`src/rtl/pps_pkg.sv`:
```
package pps_pkg;
    typedef enum logic [1:0] {
        MT_IDLE  = 2'd0,
        MT_ARMED = 2'd1,
        MT_PASS  = 2'd2,
        MT_SPENT = 2'd3
    } meter_t;
endpackage

```
`src/rtl/pps_edge.sv`:
```
module pps_edge (
    input  logic clk,
    input  logic rst_n,
    input  logic level_in,
    output logic rise_out
);
    logic level_q;

    always_ff @(posedge clk or negedge rst_n) begin
        if (!rst_n) level_q <= 1'b0;
        else        level_q <= level_in;
    end

    assign rise_out = level_in & ~level_q;


    no_double_arm_chk: assert property (@(posedge clk) disable iff (!rst_n)
        rise_out |=> !rise_out);
endmodule

```
`src/rtl/pps_meter.sv`:
```
module pps_meter
    import pps_pkg::*;
(
    input  logic clk,
    input  logic rst_n,
    input  logic arm,
    input  logic gated,
    output logic pulse
);
    meter_t state, state_nx;

    always_comb begin
        state_nx = state;
        if (arm) begin
            state_nx = MT_ARMED;
        end else begin
            unique case (state)
                MT_IDLE:  state_nx = MT_IDLE;
                MT_ARMED: if (gated)  state_nx = MT_PASS;
                MT_PASS:  if (!gated) state_nx = MT_SPENT;
                MT_SPENT: state_nx = MT_SPENT;
            endcase
        end
    end

    always_ff @(posedge clk or negedge rst_n) begin
        if (!rst_n) state <= MT_IDLE;
        else        state <= state_nx;
    end

    always_comb begin
        pulse = (state == MT_PASS);
    end


    no_second_pulse_chk: assert property (@(posedge clk) disable iff (!rst_n)
        (state == MT_SPENT && !arm) |=> !pulse);

    gate_blocks_chk: assert property (@(posedge clk) disable iff (!rst_n)
        (state == MT_ARMED && !gated && !arm) |=> !pulse);
endmodule

```
`src/rtl/pps_steer.sv`:
```
module pps_steer (
    input  logic clk,
    input  logic rst_n,
    input  logic cycle_start,
    input  logic pulse,
    output logic sel_b
);
    logic fired;
    logic fired_eff;

    assign fired_eff = fired | pulse;

    always_ff @(posedge clk or negedge rst_n) begin
        if (!rst_n) begin
            fired <= 1'b0;
            sel_b <= 1'b0;
        end else if (cycle_start) begin
            fired <= 1'b0;
            if (fired_eff) sel_b <= ~sel_b;
        end else begin
            fired <= fired_eff;
        end
    end


    hold_without_pulse_chk: assert property (@(posedge clk) disable iff (!rst_n)
        (cycle_start && !fired && !pulse) |=> $stable(sel_b));

    advance_after_pulse_chk: assert property (@(posedge clk) disable iff (!rst_n)
        (cycle_start && fired) |=> (sel_b != $past(sel_b)));
endmodule

```
`src/rtl/pp_pulse_steer.sv`:
```
module pp_pulse_steer #(
    parameter bit ACTIVE_LOW = 1'b0
) (
    input  logic clk,
    input  logic rst_n,
    input  logic pwm_cmp,
    input  logic shdn_n,
    input  logic osc_sync,
    input  logic dead_blank,
    input  logic uv_inhibit,
    output logic drv_a,
    output logic drv_b
);
    logic cycle_start;
    logic gated;
    logic pulse;
    logic sel_b;
    logic act_a, act_b;
    logic enable;

    assign gated = pwm_cmp & shdn_n;

    pps_edge u_edge (
        .clk      (clk),
        .rst_n    (rst_n),
        .level_in (osc_sync),
        .rise_out (cycle_start)
    );

    pps_meter u_meter (
        .clk   (clk),
        .rst_n (rst_n),
        .arm   (cycle_start),
        .gated (gated),
        .pulse (pulse)
    );

    pps_steer u_steer (
        .clk         (clk),
        .rst_n       (rst_n),
        .cycle_start (cycle_start),
        .pulse       (pulse),
        .sel_b       (sel_b)
    );

    assign enable = ~dead_blank & ~uv_inhibit;
    assign act_a  = ~(~pulse | dead_blank | uv_inhibit | sel_b);
    assign act_b  = pulse & enable & sel_b;

    generate
        if (ACTIVE_LOW) begin : g_low
            assign drv_a = ~act_a;
            assign drv_b = ~act_b;
        end else begin : g_high
            assign drv_a = act_a;
            assign drv_b = act_b;
        end
    endgenerate


    never_both_chk: assert property (@(posedge clk) disable iff (!rst_n)
        $onehot0({act_a, act_b}));

    uv_quiet_chk: assert property (@(posedge clk) disable iff (!rst_n)
        uv_inhibit |-> (drv_a == ACTIVE_LOW && drv_b == ACTIVE_LOW));

    blank_quiet_chk: assert property (@(posedge clk) disable iff (!rst_n)
        dead_blank |-> (drv_a == ACTIVE_LOW && drv_b == ACTIVE_LOW));
endmodule

```
`config.mk`:
```
export PLATFORM = sky130hd
export DESIGN_NAME = pp_pulse_steer
export DESIGN_NICKNAME = d
export VERILOG_FILES = /design/src/rtl/pps_pkg.sv /design/src/rtl/pps_edge.sv /design/src/rtl/pps_meter.sv /design/src/rtl/pps_steer.sv /design/src/rtl/pp_pulse_steer.sv
export SDC_FILE = /design/constraint.sdc
export NUM_CORES = 1
export LEC_CHECK = 0
export ABC_AREA = 1
export CORE_AREA = 3 3 40 42
export DETAILED_ROUTE_END_ITERATION = 6
export DIE_AREA = 0 0 43 45
export DONT_BUFFER_PORTS = 1
export PLACE_DENSITY = 0.33
export SLEW_MARGIN = 20
export SYNTH_ARGS = -nofsm -noshare
export SYNTH_HDL_FRONTEND = slang
export SYNTH_SLANG_ARGS = --single-unit
```
`constraint.sdc`:
```
create_clock -name clk -period 1 [get_ports clk]
set_input_delay 0.1 -clock clk [delete_from_list [all_inputs] [get_ports clk]]
set_output_delay 0.1 -clock clk [all_outputs]
set_load 0.01 [all_outputs]
```
==> run_results.csv <==
group,metric,value,unit
floorplanning,core,0.00128,mm2
job,maxCapViolCount,0,
timing,hold_viol,0,
grt,grt_use_total,6.95,%
layout,area_growth,47.8,%
pwr,p_per_area,1980,mW/mm2
grt,grt_max_degree,6,
yosys,synth.net_count,35,
clock_network,root_buffer,"clkbuf_4",
floorplanning,num_rows,13,
routing,drc_errors,0,
routing,wl_per_cell,9.67,um
setup_path,start_kind,"register",
yosys,synth_top_area_cell,"dfrtp_1",
routing,met1Wirelength,199,um
clock_network,cts_buffers,3,
yosys,ys_top_cells_by_area,"dfrtp_1 55%, inv_1 9.9%, nand2_1 8.2%",
yosys,ys_seq_elements,5,
routing,vias_per_cell,4.00,
timing,max_freq,0.971,GHz
routing,vias,204,
grt,grt_pass1_wl,862,um
setup_path,required,0.90,ns
layout,nets,44,
floorplanning,fp.dieH,45,um
setup_path,arrival,0.93,ns
pwr,p_leak,0.155,nW
clock_network,cts.reportedPaths.clkPinSlew,0.04,ns
yosys,synth_warnings,0,
setup_path,path_max_fanout,2,
layout,drive_gt1_share,33.3,%
grt,grt_pass1_vias,223,
setup_path,endpoint_kind,"output pin",
outcome,outcome,"finished, violations left",
setup_path,worst-r2r-setup-slack,0.07,ns
timing,finClkSkew,0.00216,ns
layout,diodes,0,
routing,top_layer_used,"met4",
timing,rsz0062_at_grt,"true",
yosys,synth_cells,28,
yosys,synth_top_area_share,54.9,%
floorplanning,start_util,17.7,%
placement,dp.cells,43,
timing,worst_pin_slew,0.242,ns
grt,grt_overflow,0,
setup_path,cp-startpoint,"u_meter.state[0]$_DFFE_PN0P_",
clock_network,cts_tree,"built",
floorplanning,design.portCount,9,
yosys,synthesis.area,228,um2
placement,dp_hpwl,360,um
setup_path,reg2reg_depth,7,
routing,ant_nets,0,
outcome,violations,"setup timing",
timing,slew_viol_final,0,
routing,wl_met3,47,um
clock_network,ctsHtreeMaxLevel,1,
timing,setup_ws,-0.0299,ns
yosys,synth-seq-area-share,54.9,%
clock_network,clock_latency,0.25,ns
layout,fin_cells,51,
min_path,min_path_cells,2,
routing,met2WireLength,224,um
floorplanning,die_area,0.00194,mm2
timing,min_period,1.03,ns
clock_network,cts_max_path_buffers,2,
min_path,hold_class,"in -> reg",
timing,setup_viol_count_final,2,
routing,drtIter0Drc,4,
min_path,worst_hold_path.endpoint,"u_meter.state[1]$_DFFE_PN0P_",
yosys,syn_avg_cell_area,8.13,um2
placement,dp_slack,0.104,ns
pwr,vdd_drop_max,0.499,mV
setup_path,timing.rr.end,"u_steer.sel_b$_DFFE_PN0P_",
clock_network,clock_sinks,5,
setup_path,worstSetupPathType,"reg -> out",
placement,gp_congestion,0.653,
floorplanning,dieWidth,43,um
setup_path,timing.rr.start,"u_meter.state[0]$_DFFE_PN0P_",
timing,post-route-period-util,103,%
routing,drt_wl_total,493,um
yosys,synth_cell_types,9,
routing,dr.pass1.iters,2,
layout,fin_util,26.2,%
timing,maxSlewHeadroom,83.8,%
min_path,min_from,"shdn_n",
placement,port_buffers,0,
grt,antenna_found_initial,0,
## worst max path at each step
stage | endpoint | depth (start not counted)
3_3_place_gp | drv_a | 3
2_1_floorplan | drv_a | 3
5_1_grt | drv_a | 3
3_5_place_dp | drv_a | 3
4_1_cts | drv_a | 3
6_report | drv_a | 3
## cell type report
cell class | count | area (um2)
Inverter | 6 | 22.5
Fill cell | 133 | 948
Timing Repair Buffer | 4 | 35.0
Clock buffer | 4 | 26.3
Sequential cell | 5 | 126
Tap cell | 15 | 18.8
Multi-Input combinational cell | 17 | 108
## cell usage in the layout, fill, tap and decap left out, types with 2 or more instances in the layout
cell	instances
a21oi_1	2
buf_4	2
clkbuf_4	3
dfrtp_1	4
dlygate4sd3_1	2
inv_1	5
nand2_1	5
nand2_2	2
nor2_4	2
o21ai_0	2
## metrics by stage
stage | total power [W] | hold slack, ns | setup TNS [ns] | area (um2)
floorplan | 0.000347 | -0.196 | 0 | 228
global placement | 0.000363 | -0.195 | 0 | 246
detailed placement | 0.000368 | -0.195 | 0 | 246
CTS | 0.000675 | 0.0201 | -0.111 | 337
global route | 0.000725 | 0.0306 | -0.166 | 337
finish | 0.000667 | 0.0216 | -0.0573 | 337
## power by group
| group | total [W] | switching, W | internal (W) |
|---|---|---|---|
| clock | 0.000242 | 0.0000907 | 0.000151 |
| sequential | 0.000290 | 0.0000434 | 0.000247 |
| combinational | 0.000135 | 0.0000803 | 0.0000548 |
## state kept, by name, summed over array words and instances (netlist names)
register,flops
u_meter.state,2
u_edge.level_q,1
u_steer.fired,1
u_steer.sel_b,1
## repair_timing
item / 4_1_cts / 5_1_grt
pin swaps: 2 / 2
endpoints found under the setup margin: 2 / 3
endpoints found under the hold margin: 6 / 0
gates resized for setup: 8 / 0
buffers inserted: 2 / 0
hold buffers: 2 / 0
## metal layers
layer	up-vias	GRT usage [%]
met5	-	0
met4	0	9.04
met3	3	3.98
met2	8	9.88
met1	90	6.11
li1	103	-
## Yosys cell counts
master    count
a21oi_1       2
dfrtp_1       5
inv_1         6
nand2_1       5
nand2_2       2
nand3_1       2
nor2_1        3
o211ai_1      1
o21ai_0       2
## kinds of logic after synthesis
| logic type | share of synthesized area [%] |
|---|---|
| AO/OA/AOI/OAI | 12.1 |
| buffers and inverters | 9.89 |
| flip-flops | 54.9 |
| AND/OR/NAND/NOR | 23.1 |
## critical path, cell delays in order, from the launching register on
cell and delay, ns:
dfrtp_1 0.38, inv_2 0.08, nand3_4 0.10, nor2_4 0.12
(Power assumes the default switching activity.)
